### src/rtl/ppio_pkg.sv
package ppio_pkg;
  typedef enum logic [1:0] {
    REG_CTRL  = 2'd0,
    REG_LATCH = 2'd1,
    REG_OUT   = 2'd2,
    REG_DIR   = 2'd3
  } reg_addr_e;

  typedef enum logic [1:0] {
    STB_PULSE = 2'd0,
    STB_READY = 2'd1,
    STB_HOLD  = 2'd2
  } stb_mode_e;

  localparam int CB_ACT_LOW = 0;
  localparam int CB_RISE    = 1;
  localparam int CB_PULSED  = 2;
  localparam int CB_OUTDIR  = 3;
  localparam int CB_HS      = 4;
  localparam int CB_IE      = 6;
  localparam logic [6:0] CTRL_WMASK = 7'h5F;
endpackage

### src/rtl/ppio_stra_edge.sv
module ppio_stra_edge #(
  parameter int SYNC_STAGES = 2
) (
  input  logic clk,
  input  logic rst_n,
  input  logic stra_i,
  input  logic rise_sel,
  output logic edge_ev
);
  logic [SYNC_STAGES-1:0] chain_q;
  logic                   prev_q;
  logic                   now_s;

  assign now_s = chain_q[SYNC_STAGES-1];

  always_ff @(posedge clk or negedge rst_n) begin
    if (!rst_n) begin
      chain_q <= '1;
      prev_q  <= 1'b1;
    end else begin
      chain_q <= {chain_q[SYNC_STAGES-2:0], stra_i};
      prev_q  <= now_s;
    end
  end

  assign edge_ev = rise_sel ? (now_s & ~prev_q) : (~now_s & prev_q);
endmodule

### src/rtl/ppio_status_flag.sv
module ppio_status_flag (
  input  logic clk,
  input  logic rst_n,
  input  logic set_ev,
  input  logic stat_rd,
  input  logic data_rd,
  output logic flag
);
  logic armed_q;

  always_ff @(posedge clk or negedge rst_n) begin
    if (!rst_n) begin
      flag    <= 1'b0;
      armed_q <= 1'b0;
    end else begin
      if (set_ev)                  flag <= 1'b1;
      else if (data_rd && armed_q) flag <= 1'b0;

      if (data_rd)                 armed_q <= 1'b0;
      else if (stat_rd && flag)    armed_q <= 1'b1;
    end
  end
endmodule

### src/rtl/ppio_strobe.sv
module ppio_strobe
  import ppio_pkg::*;
#(
  parameter int PULSE_LEN = 2
) (
  input  logic      clk,
  input  logic      rst_n,
  input  stb_mode_e mode,
  input  logic      go,
  input  logic      hold_clr,
  input  logic      ready_lvl,
  input  logic      act_low,
  output logic      strb_act,
  output logic      strb_o
);
  localparam int CW = $clog2(PULSE_LEN + 1);
  localparam logic [CW-1:0] LOAD = CW'(PULSE_LEN);

  logic [CW-1:0] cnt_q;
  logic          hold_q;

  always_ff @(posedge clk or negedge rst_n) begin
    if (!rst_n) begin
      cnt_q  <= '0;
      hold_q <= 1'b0;
    end else begin
      if (go && mode == STB_PULSE) cnt_q <= LOAD;
      else if (cnt_q != '0)        cnt_q <= cnt_q - 1'b1;

      if (go && mode == STB_HOLD)  hold_q <= 1'b1;
      else if (hold_clr)           hold_q <= 1'b0;
    end
  end

  always_comb begin
    unique case (mode)
      STB_READY: strb_act = ready_lvl;
      STB_HOLD:  strb_act = hold_q;
      default:   strb_act = (cnt_q != '0);
    endcase
  end

  assign strb_o = strb_act ^ act_low;
endmodule

### src/rtl/ppio_port.sv
module ppio_port
  import ppio_pkg::*;
#(
  parameter int DW          = 8,
  parameter int PULSE_LEN   = 2,
  parameter int SYNC_STAGES = 2
) (
  input  logic          clk,
  input  logic          rst_n,
  input  logic          bus_wr,
  input  logic          bus_rd,
  input  logic [1:0]    bus_addr,
  input  logic [DW-1:0] bus_wdata,
  output logic [DW-1:0] bus_rdata,
  input  logic [DW-1:0] pin_in,
  output logic [DW-1:0] pin_out,
  output logic [DW-1:0] pin_oe,
  input  logic          stra_i,
  output logic          strb_o,
  output logic          irq_o
);
  logic [6:0]    ctrl_q;
  logic [DW-1:0] latch_q, out_q, dir_q;
  logic          flag_q, stra_ev, strb_act;
  logic          wr_ctrl, wr_latch, wr_out, wr_dir, rd_ctrl, rd_latch;
  logic          hs_en, out_dir, pulsed, out_hs;
  stb_mode_e     stb_mode;
  logic          stb_go;

  assign wr_ctrl  = bus_wr && (bus_addr == REG_CTRL);
  assign wr_latch = bus_wr && (bus_addr == REG_LATCH);
  assign wr_out   = bus_wr && (bus_addr == REG_OUT);
  assign wr_dir   = bus_wr && (bus_addr == REG_DIR);
  assign rd_ctrl  = bus_rd && (bus_addr == REG_CTRL);
  assign rd_latch = bus_rd && (bus_addr == REG_LATCH);

  assign hs_en   = ctrl_q[CB_HS];
  assign out_dir = ctrl_q[CB_OUTDIR];
  assign pulsed  = ctrl_q[CB_PULSED];
  assign out_hs  = hs_en && out_dir;

  ppio_stra_edge #(.SYNC_STAGES(SYNC_STAGES)) u_edge (
    .clk(clk), .rst_n(rst_n), .stra_i(stra_i),
    .rise_sel(ctrl_q[CB_RISE]), .edge_ev(stra_ev)
  );

  ppio_status_flag u_flag (
    .clk(clk), .rst_n(rst_n), .set_ev(stra_ev),
    .stat_rd(rd_ctrl), .data_rd(rd_latch), .flag(flag_q)
  );

  always_comb begin
    stb_mode = STB_PULSE;
    stb_go   = 1'b0;
    if (!hs_en) begin
      stb_go = wr_out;
    end else if (!out_dir) begin
      stb_mode = pulsed ? STB_PULSE : STB_READY;
      stb_go   = pulsed && rd_latch;
    end else begin
      stb_mode = pulsed ? STB_PULSE : STB_HOLD;
      stb_go   = wr_latch;
    end
  end

  ppio_strobe #(.PULSE_LEN(PULSE_LEN)) u_strobe (
    .clk(clk), .rst_n(rst_n), .mode(stb_mode), .go(stb_go),
    .hold_clr(stra_ev), .ready_lvl(~flag_q),
    .act_low(ctrl_q[CB_ACT_LOW]), .strb_act(strb_act), .strb_o(strb_o)
  );

  always_ff @(posedge clk or negedge rst_n) begin
    if (!rst_n) begin
      ctrl_q  <= '0;
      latch_q <= '0;
      out_q   <= '0;
      dir_q   <= '0;
    end else begin
      if (wr_ctrl) ctrl_q <= bus_wdata[6:0] & CTRL_WMASK;
      if (wr_dir)  dir_q  <= bus_wdata;
      if (wr_out || (wr_latch && out_hs)) out_q <= bus_wdata;
      if (stra_ev && !out_hs) latch_q <= pin_in;
    end
  end

  always_comb begin
    bus_rdata = '0;
    unique case (bus_addr)
      REG_CTRL:  bus_rdata[7:0] = {flag_q, ctrl_q};
      REG_LATCH: bus_rdata = latch_q;
      REG_OUT:   bus_rdata = out_q;
      default:   bus_rdata = dir_q;
    endcase
  end

  assign pin_out = out_q;
  assign pin_oe  = dir_q;
  assign irq_o   = flag_q && ctrl_q[CB_IE];
endmodule

### config.mk
export PLATFORM = sky130hd
export DESIGN_NAME = ppio_port
export DESIGN_NICKNAME = d
export VERILOG_FILES = /design/src/rtl/ppio_pkg.sv /design/src/rtl/ppio_stra_edge.sv /design/src/rtl/ppio_status_flag.sv /design/src/rtl/ppio_strobe.sv /design/src/rtl/ppio_port.sv
export SDC_FILE = /design/constraint.sdc
export NUM_CORES = 1
export LEC_CHECK = 0
export ABC_AREA = 1
export BUFFER_PORTS_ARGS = -buffer_cell sky130_fd_sc_hd__buf_2
export CAP_MARGIN = 15
export CORE_MARGIN = 2
export CORE_UTILIZATION = 56
export DETAILED_ROUTE_END_ITERATION = 12
export PLACE_DENSITY = 0.83
export SLEW_MARGIN = 10
export SYNTH_ARGS = -nofsm -noshare
export SYNTH_HDL_FRONTEND = slang
export SYNTH_HIERARCHICAL = 1
export SYNTH_SLANG_ARGS = --single-unit
### constraint.sdc
create_clock -name clk -period 3.5 [get_ports clk]
set_clock_uncertainty 0.1 [all_clocks]
set_input_delay 0.7 -clock clk [delete_from_list [all_inputs] [get_ports clk]]
set_output_delay 0.7 -clock clk [all_outputs]
set_load 0.1 [all_outputs]
Yosys cells after proc, flatten, opt, wreduce, memory -nomap -nowiden:

Index checks and enable logic that the tools add are counted.

* mux-type cells: 17
* $add $sub $neg: 1
* bitwise gates (word level): 6
* shifts and indexed selects: 0
* reductions and logical operators: 24
* div/mod/pow operators: 0
* multiply operators: 0
* magnitude comparators: 0
* equality and inequality tests: 5

Operator list (number)
* 8-bit one-hot mux with 3 select lines: 1
* 1-bit logical AND: 15
* 1-bit 2-to-1 mux: 10
* 2-bit 2-to-1 mux: 5
* 2-bit nonzero test: 5
* 2-bit == test (second input constant): 3
* 2-bit by 1-bit == test with 1-bit output (second input constant): 2
* 2-bit logical NOT: 2
* 1-bit NOT: 3
* 1-bit AND: 2
* 1-bit one-hot mux with 2 select lines: 1
* 2-bit by 1-bit subtractor with 2-bit output (second input constant): 1
* 1-bit logical NOT: 1
* 1-bit logical OR: 1
* 1-bit XOR: 1

* latch bits: 0
* register bits after elaboration: 38
* word-level logic and storage cells: 63
* ROM bits: 0
* output and inout port bits: 26
* memory bits (writable): 0
* memories: 0

Logic depth before layout (Yosys ltp):

Gate-level depths: netlist (run 1).

* depth after elaboration: 7
* mapped depth: 10
* gate-level depth less buffers: 9

Modules after synthesis:

Netlist (run 1), hierarchy kept.

Modules (own cells, without submodules)
* ppio_port: area each 1512.7 um^2, seq. area each 750.7 um^2, times used 1, cells each 189
* ppio_strobe: area each 232.7 um^2, seq. area each 75.1 um^2, times used 1, cells each 32
* ppio_stra_edge: area each 103.8 um^2, seq. area each 78.8 um^2, times used 1, cells each 9
* ppio_status_flag: area each 81.3 um^2, seq. area each 50.0 um^2, times used 1, cells each 9

Least setup slack after synthesis (run 1):

OpenSTA, ideal clock, no wires.

* kind: flip-flop to output port
* start: reg ctrl_q[3]
* end: out strb_o
* path slack: 746 ps
* arrival time: 1954 ps
* path buffers: 1
* required time: 2700 ps
* stages on the path, launching flop included: 9
* cell sequence: dfrtp_1 > nand2_1 > buf_2 > nor2_1 > inv_1 > ha_1 > or2_1 > nand3_1 > nand2_1

* cells in the longest elaborated chain, start to end: 5

Ends and longest elaborated chain
* start, declared: RTL line ppio_port.sv:22 `logic [6:0] ctrl_q;`
* start signal, assigned: RTL line ppio_port.sv:79 `if (wr_ctrl) ctrl_q <= bus_wdata[6:0] & CTRL_WMASK;`
* 2-bit 2-to-1 mux *: RTL line ppio_port.sv:57 `end else if (!out_dir) begin`
* 2-bit 2-to-1 mux *: RTL line ppio_port.sv:55 `if (!hs_en) begin`
* via stb_mode[1]: RTL line ppio_port.sv:27 `stb_mode_e stb_mode;`
* 2-bit == test or 2-bit by 1-bit == test with 1-bit output (tied branches): RTL line ppio_strobe.sv:36 `unique case (mode)`
* 1-bit one-hot mux with 2 select lines *: RTL line ppio_strobe.sv:36
* 1-bit XOR *: RTL line ppio_strobe.sv:43 `assign strb_o = strb_act ^ act_low;`
* end, declared: RTL line ppio_port.sv:19 `output logic strb_o,`

The timed path passes the listed nets; every way through them passes the cells marked *.

Final worst setup path (run 1):

Ends and elaborated chain as after synthesis.

==> impl_metrics.py, run 1 <==
metrics = {
    "outcome": {
        "status": "finished clean",
    },
    "clock_network": {
        "cts-buffers-inserted": 5,
        "htreeDepth": 2,
        "clock_path_buffers": 2,
        "cts_setup_buffers": 0,
        "cts.sinks": 38,
        "cts_hold_buffers": 0,
        "cts_tree": "built",
        "ctsResizeCount": 0,
        "path_clk_slew_ns": 0.12,
        "root_buffer": "clkbuf_4",
        "clk_latency_ns": 0.35,
    },
    "sta": {
        "relSlewSlack": 0.4536,
        "worst_slew_pin_slew_ns": 0.8195,
        "fin_crit_sh": 0.8818,
        "setup_tns_ns": 0,
        "maxSlewViolCount": 0,
        "fmax_ghz": 0.3240,
        "rsz0062_at_grt": "no",
        "min_period_ns": 3.086,
        "finalHoldViolations": 0,
        "setup_viol": 0,
    },
    "global_routing": {
        "grt_remaining_overflow": 0,
        "grt_max_degree": 39,
        "grt_usage": 0.2436,
        "grt_pass1_vias": 1627,
        "antenna_found_initial": 0,
        "grt_pass1_wl_um": 7396,
    },
    "routing": {
        "routed_wl_um": 4302,
        "vias_per_cell": 5.110,
        "drc": 0,
        "avgRoutedWirePerCell_um": 12.84,
        "vias": 1712,
        "ant_nets": 0,
        "dr.pass1.iters": 4,
        "drt_iter0_markers": 96,
    },
    "placed_design": {
        "routabilityCongestion": 0.8634,
        "io_buffers": 48,
        "placed_cell_area_mm2": 0.002192,
        "hpwl_um": 3126,
    },
    "synthesis": {
        "ys_warn_count": 6,
        "synthCells": 238,
        "syn_area_mm2": 0.001927,
        "syn_avg_cell_area_um2": 8.096,
        "syn_nets": 265,
    },
    "power_and_ir_drop": {
        "swShare": 0.5218,
        "power.leakage_nw": 1.238,
        "pwr_density_cell_mw_per_mm2": 702.0,
        "power_switching_uw": 821.0,
        "p_int_uw": 752.3,
        "vdd_ir_drop_max_uv": 414.5,
        "combPwrFrac": 0.485,
        "pwr-share-clk": 0.137,
        "sequentialPowerShare": 0.378,
    },
    "min_path": {
        "hp-class": "register to register",
    },
    "setup_path": {
        "max_stage_delay_ns": 0.46,
        "path_delay_family": "buffers and inverters",
        "cp_common_cell": "nand2_1",
        "cp_data_required_time_ns": 2.70,
        "path_class": "register to output pin",
        "start_kind": "register",
        "slowest_stage": "dfrtp_1",
        "crit_chain": "nand2_1 > buf_4 > nor2_1 > inv_1 > ha_1 > or2_1 > nand3_1 > nand2_1 > buf_2",
        "arrival_ns": 2.29,
        "crit_fanout": 11,
        "end_kind": "output pin",
        "worst-path-buf-inv": 3,
    },
    "finish": {
        "layout-drive-gt1-share": 0.2699,
        "nets": 315,
        "final_area_mm2": 0.002241,
        "fill_cells": 298,
        "seq_area_um2": 954.7,
        "final_core_util": 0.6769,
        "syn_to_final_growth_pct": 16.30,
        "multi_input_area_um2": 834.6,
        "antenna_cells": 0,
    },
    "job": {
        "drv_cap": 0,
    },
    "die": {
        "die_h_um": 62.66,
        "rows": 21,
        "die-area_mm2": 0.003926,
        "pin_count": 49,
        "core_mm2": 0.003311,
        "fp.dieW_um": 62.66,
        "floorplan.initialDensity": 0.5820,
    },
}
through the flow:
stage                     setup slack, ns  total power, mW  hold WS (ns)  instances
after floorplan                    0.7674            1.232        0.2452        238
after global placement             0.8285            1.353        0.2462        327
final                              0.4136            1.573        0.2609        335
after global routing               0.2065            1.663        0.2668        335
after detailed placement           0.8026            1.368        0.2476        327
after CTS                          0.4279            1.578        0.2625        335
layout by cell type (no fill, tap or decap), types with 2 or more instances in the layout:
master and instances:
nand2_2 2, dfstp_2 3, nand4_1 7, nor2_1 4, clkbuf_4 5, ha_1 4
clkbuf_1 3, nor3_1 2, buf_2 48, o21ai_0 2, inv_1 24, inv_2 2
nand2_1 98, o21ai_2 11, dfrtp_1 35, nand3_1 28
sequential cells by signal, indices dropped and copies added, names as in the netlist:
register	count
latch_q	8
pin_oe	8
pin_out	8
ctrl_q	6
u_edge/chain_q	2
u_strobe/cnt_q	2
u_edge/prev_q	1
u_flag/armed_q	1
u_flag/flag	1
u_strobe/hold_q	1
worst paths after layout:
| check | from | end | slack (ns) | cells after the start |
|---|---|---|---|---|
| max | ctrl_q[3]$_DFFE_PN0P_ | strb_o | 0.41 | 9 |
| min | u_edge/chain_q[0]$_DFF_PN1_ | u_edge/chain_q[1]$_DFF_PN1_ | 0.26 | 0 |
| max reg2reg | ctrl_q[3]$_DFFE_PN0P_ | u_strobe/cnt_q[0]$_DFFE_PN0P_ | 1.91 | 6 |
| min reg2reg | u_edge/chain_q[0]$_DFF_PN1_ | u_edge/chain_q[1]$_DFF_PN1_ | 0.26 | 0 |
| max in group asynchronous | rst_n | pin_oe[5]$_DFFE_PN0P_ | 2.44 | 1 |
| min in group asynchronous | rst_n | pin_oe[4]$_DFFE_PN0P_ | 0.34 | 1 |
power by group through the flow:
| stage | Sequential, mW | Clock, mW | Combinational, mW |
|---|---|---|---|
| after CTS | 0.594 | 0.217 | 0.768 |
| after global placement | 0.601 | 0 | 0.753 |
| after detailed placement | 0.602 | 0 | 0.766 |
| after global routing | 0.608 | 0.244 | 0.811 |
| final | 0.594 | 0.216 | 0.763 |
| after floorplan | 0.830 | 0 | 0.401 |
metal layers:
layer  track usage  vias up  share of wire
li1              -      858              -
met1        0.3333      791           0.44
met2        0.3844       59           0.47
met3       0.05766        4          0.083
met4       0.08056        0         0.0088
met5             0        -              0
cell type report:
class / count / area share
multi-input cells: 168 / 0.3724
repair buffers: 49 / 0.1106
inverters: 26 / 0.04355
well taps: 46 / 0.02568
clock buffers: 8 / 0.02178
flip-flops and latches: 38 / 0.4260
Power figures use the tool's default switching activity.
==> run 2, diff against run 1 <==
==> constraint.sdc (replaced) <==
create_clock -name clk -period 3.5 [get_ports clk]
set_clock_uncertainty 0.1 [all_clocks]
set_input_delay 0.35 -clock clk [delete_from_list [all_inputs] [get_ports clk]]
set_output_delay 0.35 -clock clk [all_outputs]
set_load 0.1 [all_outputs]
==> run 2 against run 1 <==
- the flow now finishes with violations (negative hold slack)
- clock power increased by 12%
- global-route usage increased by 0.20 points
- combinational power about the same
- highest routed layer unchanged
==> impl_metrics.py, run 2 (same netlist as run 1, synthesis figures left out) <==
metrics = {
    "sta": {
        "fin_crit_sh": 0.7945,
        "maxSlewViolCount": 0,
        "worst_slew_pin_slew_ns": 0.8281,
        "rsz0062_at_grt": "no",
        "fmax_ghz": 0.3596,
        "setup_viol": 0,
        "finalHoldViolations": 20,
        "setup_tns_ns": 0,
        "relSlewSlack": 0.4479,
        "timing.final.ws_setup_ns": 0.7192,
        "min_period_ns": 2.781,
        "whs_ns": -0.008913,
    },
    "outcome": {
        "status": "finished with violations",
        "violations": "negative hold slack",
    },
    "global_routing": {
        "antenna_found_initial": 0,
        "grt_max_degree": 39,
        "grt_usage": 0.2455,
        "grt_remaining_overflow": 0,
        "grt_pass1_wl_um": 7500,
        "grt_pass1_vias": 1641,
    },
    "placed_design": {
        "routabilityCongestion": 0.8462,
        "dp_slack_ns": 1.093,
        "hpwl_um": 3146,
        "placed_cell_area_mm2": 0.002185,
        "dp.cells": 326,
        "io_buffers": 48,
    },
    "clock_network": {
        "root_buffer": "clkbuf_4",
        "htreeDepth": 2,
        "cts-buffers-inserted": 5,
        "cts.sinks": 38,
        "clk_latency_ns": 0.34,
        "clock_path_buffers": 2,
        "cts_tree": "built",
        "ctsResizeCount": 0,
        "path_clk_slew_ns": 0.11,
    },
    "routing": {
        "dr.pass1.iters": 4,
        "vias_per_cell": 5.215,
        "ant_nets": 0,
        "drc": 0,
        "routed_wl_um": 4330,
        "vias": 1747,
        "avgRoutedWirePerCell_um": 12.93,
        "drt_iter0_markers": 146,
    },
    "finish": {
        "layout-drive-gt1-share": 0.2768,
        "final_core_util": 0.6822,
        "antenna_cells": 0,
        "layout_common_cells": "nand2_1, buf_2, dfrtp_1, nand3_1, inv_1",
        "final_area_mm2": 0.002258,
        "syn_to_final_growth_pct": 17.21,
        "nets": 315,
        "layout_commonest_cell": "nand2_1",
        "final_cells": 335,
    },
    "die": {
        "die-area_mm2": 0.003926,
        "rows": 21,
        "pin_count": 49,
        "die_h_um": 62.66,
        "core_mm2": 0.003311,
        "floorplan.initialDensity": 0.5820,
        "fp.dieW_um": 62.66,
    },
    "job": {
        "drv_cap": 0,
    },
    "power_and_ir_drop": {
        "vdd_ir_drop_max_uv": 420.8,
        "power.leakage_nw": 1.245,
        "pwr_density_cell_mw_per_mm2": 707.1,
        "total_power_mw": 1.597,
    },
    "min_path": {
        "hp-class": "input pin to async pin",
    },
    "setup_path": {
        "arrival_ns": 2.33,
        "end_kind": "output pin",
        "start_kind": "register",
        "cp_data_required_time_ns": 3.05,
        "path_class": "register to output pin",
        "crit_fanout": 11,
    },
}
run 2: changes by cell type in the layout (fill, tap and decap cells not counted):
cell	before	now
clkinv_2	0	1
clkinvlp_4	0	1
dlygate4sd3_1	0	1
clkbuf_1	3	0
buf_4	1	0
clkbuf_8	0	1
run 2: area by class of cell:
class | count | area (um^2)
timing repair buffer | 49 | 250.2
inverter | 26 | 97.59
clock inverter | 2 | 12.51
multi-input combinational | 168 | 834.6
sequential | 38 | 954.7
clock buffer | 6 | 51.30
fill | 299 | 1052
tap | 46 | 57.56
run 2: worst paths after layout:
| kind | startpoint | endpoint | slack [ns] | depth (start not counted) |
|---|---|---|---|---|
| worst min-delay path | rst_n | u_strobe/cnt_q[1]$_DFFE_PN0P_ | -0.009 | 1 |
| min in group clk | bus_wdata[3] | pin_out[3]$_DFFE_PN0P_ | 0.11 | 3 |
| worst max register to register | ctrl_q[3]$_DFFE_PN0P_ | u_strobe/cnt_q[0]$_DFFE_PN0P_ | 1.86 | 7 |
| max in group asynchronous | rst_n | pin_oe[3]$_DFFE_PN0P_ | 2.79 | 1 |
| worst min register to register | u_edge/chain_q[0]$_DFF_PN1_ | u_edge/chain_q[1]$_DFF_PN1_ | 0.26 | 0 |
| worst max-delay path | ctrl_q[3]$_DFFE_PN0P_ | strb_o | 0.72 | 8 |
run 2: repair_timing:
item	4_1_cts	5_1_grt
endpoints found under the hold margin	1	0
setup endpoints to repair	0	0
hold buffers	1	0
setup buffers	0	0
run 2: where the power goes:
group	switching [mW]	internal (mW)	total, mW
clock network	0.144	0.0966	0.241
logic	0.619	0.142	0.760
registers	0.0655	0.530	0.596
total	0.829	0.768	1.60
run 2: worst max-delay path, stage by stage (launching register included):
cell     delay, ns
dfrtp_1       0.45
nand2_1       0.25
nor2_1        0.22
inv_1         0.08
ha_1          0.33
or2_1         0.11
nand3_1       0.07
nand2_1       0.06
buf_2         0.41
run 2: metal layers:
metal / routed length [um] / GRT usage / share of wire
met2: 2060 / 0.3871 / 0.48
met3: 301 / 0.05405 / 0.070
met1: 1926 / 0.3353 / 0.44
met5: 0 / 0 / 0
met4: 42 / 0.08889 / 0.0097
==> run 3, diff against run 2 <==
--- a/config.mk
+++ b/config.mk
@@ -9,9 +9,9 @@
 export BUFFER_PORTS_ARGS = -buffer_cell sky130_fd_sc_hd__buf_2
 export CAP_MARGIN = 15
 export CORE_MARGIN = 2
-export CORE_UTILIZATION = 56
+export CORE_UTILIZATION = 47
 export DETAILED_ROUTE_END_ITERATION = 12
-export PLACE_DENSITY = 0.83
+export PLACE_DENSITY = 0.74
 export SLEW_MARGIN = 10
 export SYNTH_ARGS = -nofsm -noshare
 export SYNTH_HDL_FRONTEND = slang
==> constraint.sdc (replaced) <==
create_clock -name clk -period 2.35 [get_ports clk]
set_clock_uncertainty 0.1 [all_clocks]
set_input_delay 0.235 -clock clk [delete_from_list [all_inputs] [get_ports clk]]
set_output_delay 0.235 -clock clk [all_outputs]
set_load 0.1 [all_outputs]
==> run 3 against run 2 <==
- the flow now finishes without violations
- sequential share of layout area decreased by 1.9 points
- worst setup slack got worse by 0.62 ns
- clock-buffer cell count increased by 1
- via count increased by 0.34%
- combinational power increased by 57%
- register-to-register slack got worse by 1.1 ns
- flip-flop and latch count unchanged
==> impl_metrics.py, run 3 (same netlist as run 1, synthesis figures left out) <==
metrics = {
    "outcome": {
        "status": "finished clean",
    },
    "setup_path": {
        "slowest_stage": "dfrtp_1",
        "path_class": "register to output pin",
        "cp_data_required_time_ns": 2.02,
        "arrival_ns": 1.91,
        "crit_fanout": 4,
        "max_stage_delay_ns": 0.39,
        "r2r_cells": 8,
        "crit_chain": "inv_1 > nor3_2 > inv_2 > ha_4 > or2_1 > nand3_1 > nand2_1 > buf_12",
        "path_delay_family": "simple AND/OR/NAND/NOR gates",
        "r2r_slack_ns": 0.73,
        "r2r-end": "u_strobe/cnt_q[0]$_DFFE_PN0P_",
        "end_kind": "output pin",
        "crit_cells": 8,
        "start_kind": "register",
        "rr_startpoint": "ctrl_q[3]$_DFFE_PN0P_",
        "worst-path-buf-inv": 3,
    },
    "finish": {
        "layout_commonest_cell": "nand2_1",
        "multi_input_area_um2": 852.1,
        "layout-drive-gt1-share": 0.2925,
        "syn_to_final_growth_pct": 22.66,
        "nets": 320,
        "seq_area_um2": 954.7,
        "antenna_cells": 0,
        "fill_cells": 359,
        "layout_common_cells": "nand2_1, buf_2, dfrtp_1, nand3_1, inv_1",
        "final_core_util": 0.5951,
    },
    "sta": {
        "rsz0062_at_grt": "no",
        "finalHoldViolations": 0,
        "relSlewSlack": 0.4534,
        "maxSlewViolCount": 0,
        "fin_crit_sh": 0.9565,
        "setup_viol": 0,
        "worst_slew_pin_slew_ns": 0.8199,
        "min_period_ns": 2.248,
        "fmax_ghz": 0.4449,
        "setup_tns_ns": 0,
    },
    "placed_design": {
        "hpwl_um": 3284,
        "routabilityCongestion": 0.9734,
        "io_buffers": 48,
    },
    "power_and_ir_drop": {
        "p_int_mw": 1.283,
        "power.leakage_nw": 1.290,
        "pwr_density_cell_mw_per_mm2": 1074,
        "power_switching_mw": 1.256,
        "sequentialPowerShare": 0.351,
        "swShare": 0.4947,
        "vdd_ir_drop_max_uv": 787.0,
        "pwr-share-clk": 0.180,
        "combPwrFrac": 0.470,
    },
    "routing": {
        "ant_nets": 0,
        "routed_wl_um": 4483,
        "dr.pass1.iters": 4,
        "vias_per_cell": 5.096,
        "drc": 0,
        "drt_iter0_markers": 86,
        "vias": 1753,
        "avgRoutedWirePerCell_um": 13.03,
    },
    "global_routing": {
        "grt_pass1_vias": 1536,
        "grt_usage": 0.2083,
        "grt_max_degree": 39,
        "grt_remaining_overflow": 0,
        "antenna_found_initial": 0,
        "grt-busiest-layer": "met2",
        "grt_pass1_wl_um": 7058,
        "grt_use_met3": 0.04276,
        "use_met1": 0.2966,
        "grt_use_met2": 0.3143,
    },
    "min_path": {
        "hold_depth": 3,
        "min_from": "bus_wdata[5]",
        "hp-class": "input pin to register",
        "hold_end": "pin_out[5]$_DFFE_PN0P_",
    },
    "clock_network": {
        "clock_path_buffers": 2,
        "clk_latency_ns": 0.29,
        "htreeDepth": 2,
        "path_clk_slew_ns": 0.07,
        "cts_tree": "built",
        "root_buffer": "clkbuf_8",
        "cts-buffers-inserted": 5,
        "cts.sinks": 38,
    },
    "die": {
        "die_h_um": 68.03,
        "pin_count": 49,
        "die-area_mm2": 0.004628,
        "floorplan.initialDensity": 0.4852,
        "core_mm2": 0.003971,
        "rows": 23,
        "fp.dieW_um": 68.03,
    },
    "job": {
        "drv_cap": 0,
    },
}
==> run 3: changes by cell type in the layout (fill, tap and decap cells not counted) <==
cell,delta
ha_4,+1
buf_2,-1
nor3_1,-1
clkbuf_1,+1
clkbuf_4,-5
buf_12,+1
inv_2,+1
ha_1,-1
dlygate4sd3_1,+1
clkbuf_8,+5
nor3_2,+1
inv_1,-1
buf_4,+4
clkinvlp_4,-1
==> run 3: power by group through the flow <==
stage	Sequential, mW	Combinational, mW	Clock (mW)
floorplan	1.24	0.598	0
CTS	0.890	1.19	0.468
detailed placement	0.901	1.18	0
global placement	0.894	1.16	0
global route	0.907	1.27	0.493
finish	0.891	1.19	0.456
==> run 3: worst reg2reg max path: stages (launching register included) <==
cell,delay [ns]
dfrtp_1,0.44
nand2_1,0.11
buf_4,0.18
nor2_1,0.17
nand2_4,0.13
nand3_1,0.14
nand2_1,0.08
o21ai_0,0.07
a21oi_1,0.06
==> run 3: timing repair <==
| item | CTS | global route |
|---|---|---|
| hold endpoints to repair | 36 | 0 |
| setup endpoints to repair | 1 | 1 |
| buffers inserted | 0 | 2 |
| hold buffers | 2 | 0 |
| resized for setup | 1 | 2 |
| pin swaps | 0 | 1 |
==> run 3: metal layers <==
| metal | wire length (um) | part of all wire |
|---|---|---|
| met1 | 1935 | 0.43 |
| met2 | 2117 | 0.47 |
| met3 | 372 | 0.083 |
| met4 | 57 | 0.013 |
| met5 | 0 | 0 |
==> run 3: how the worst max path moves through the flow <==
stage / slack [ns] / start / to
after global placement: 0.36 / ctrl_q[2]$_DFFE_PN0P_ / strb_o
after detailed placement: 0.29 / ctrl_q[4]$_DFFE_PN0P_ / strb_o
after CTS: 0.06 / ctrl_q[3]$_DFFE_PN0P_ / strb_o
after floorplan: 0.08 / ctrl_q[3]$_DFFE_PN0P_ / strb_o
final: 0.10 / ctrl_q[4]$_DFFE_PN0P_ / strb_o
after global routing: 0.003 / ctrl_q[4]$_DFFE_PN0P_ / strb_o
==> run 3: cell type report <==
cell class,instances,share of cell area
sequential,38,0.4039
inverter,26,0.04129
clock inverter,1,0.002118
multi-input combinational,168,0.3605
tap,50,0.02647
timing repair buffer,54,0.1292
clock buffer,7,0.03653
==> run 3: stage by stage <==
stage / setup slack (ns) / std cells / hold WS [ns] / area [um^2] / total power, mW
4_1_cts: 0.05984 / 342 / 0.04355 / 2336 / 2.545
2_1_floorplan: 0.08236 / 238 / -0.1606 / 1927 / 1.835
3_5_place_dp: 0.2936 / 332 / 0.2419 / 2220 / 2.081
3_3_place_gp: 0.3613 / 332 / 0.2402 / 2220 / 2.058
6_report: 0.1022 / 344 / 0.04715 / 2364 / 2.539
5_1_grt: 0.003150 / 344 / 0.04733 / 2364 / 2.671
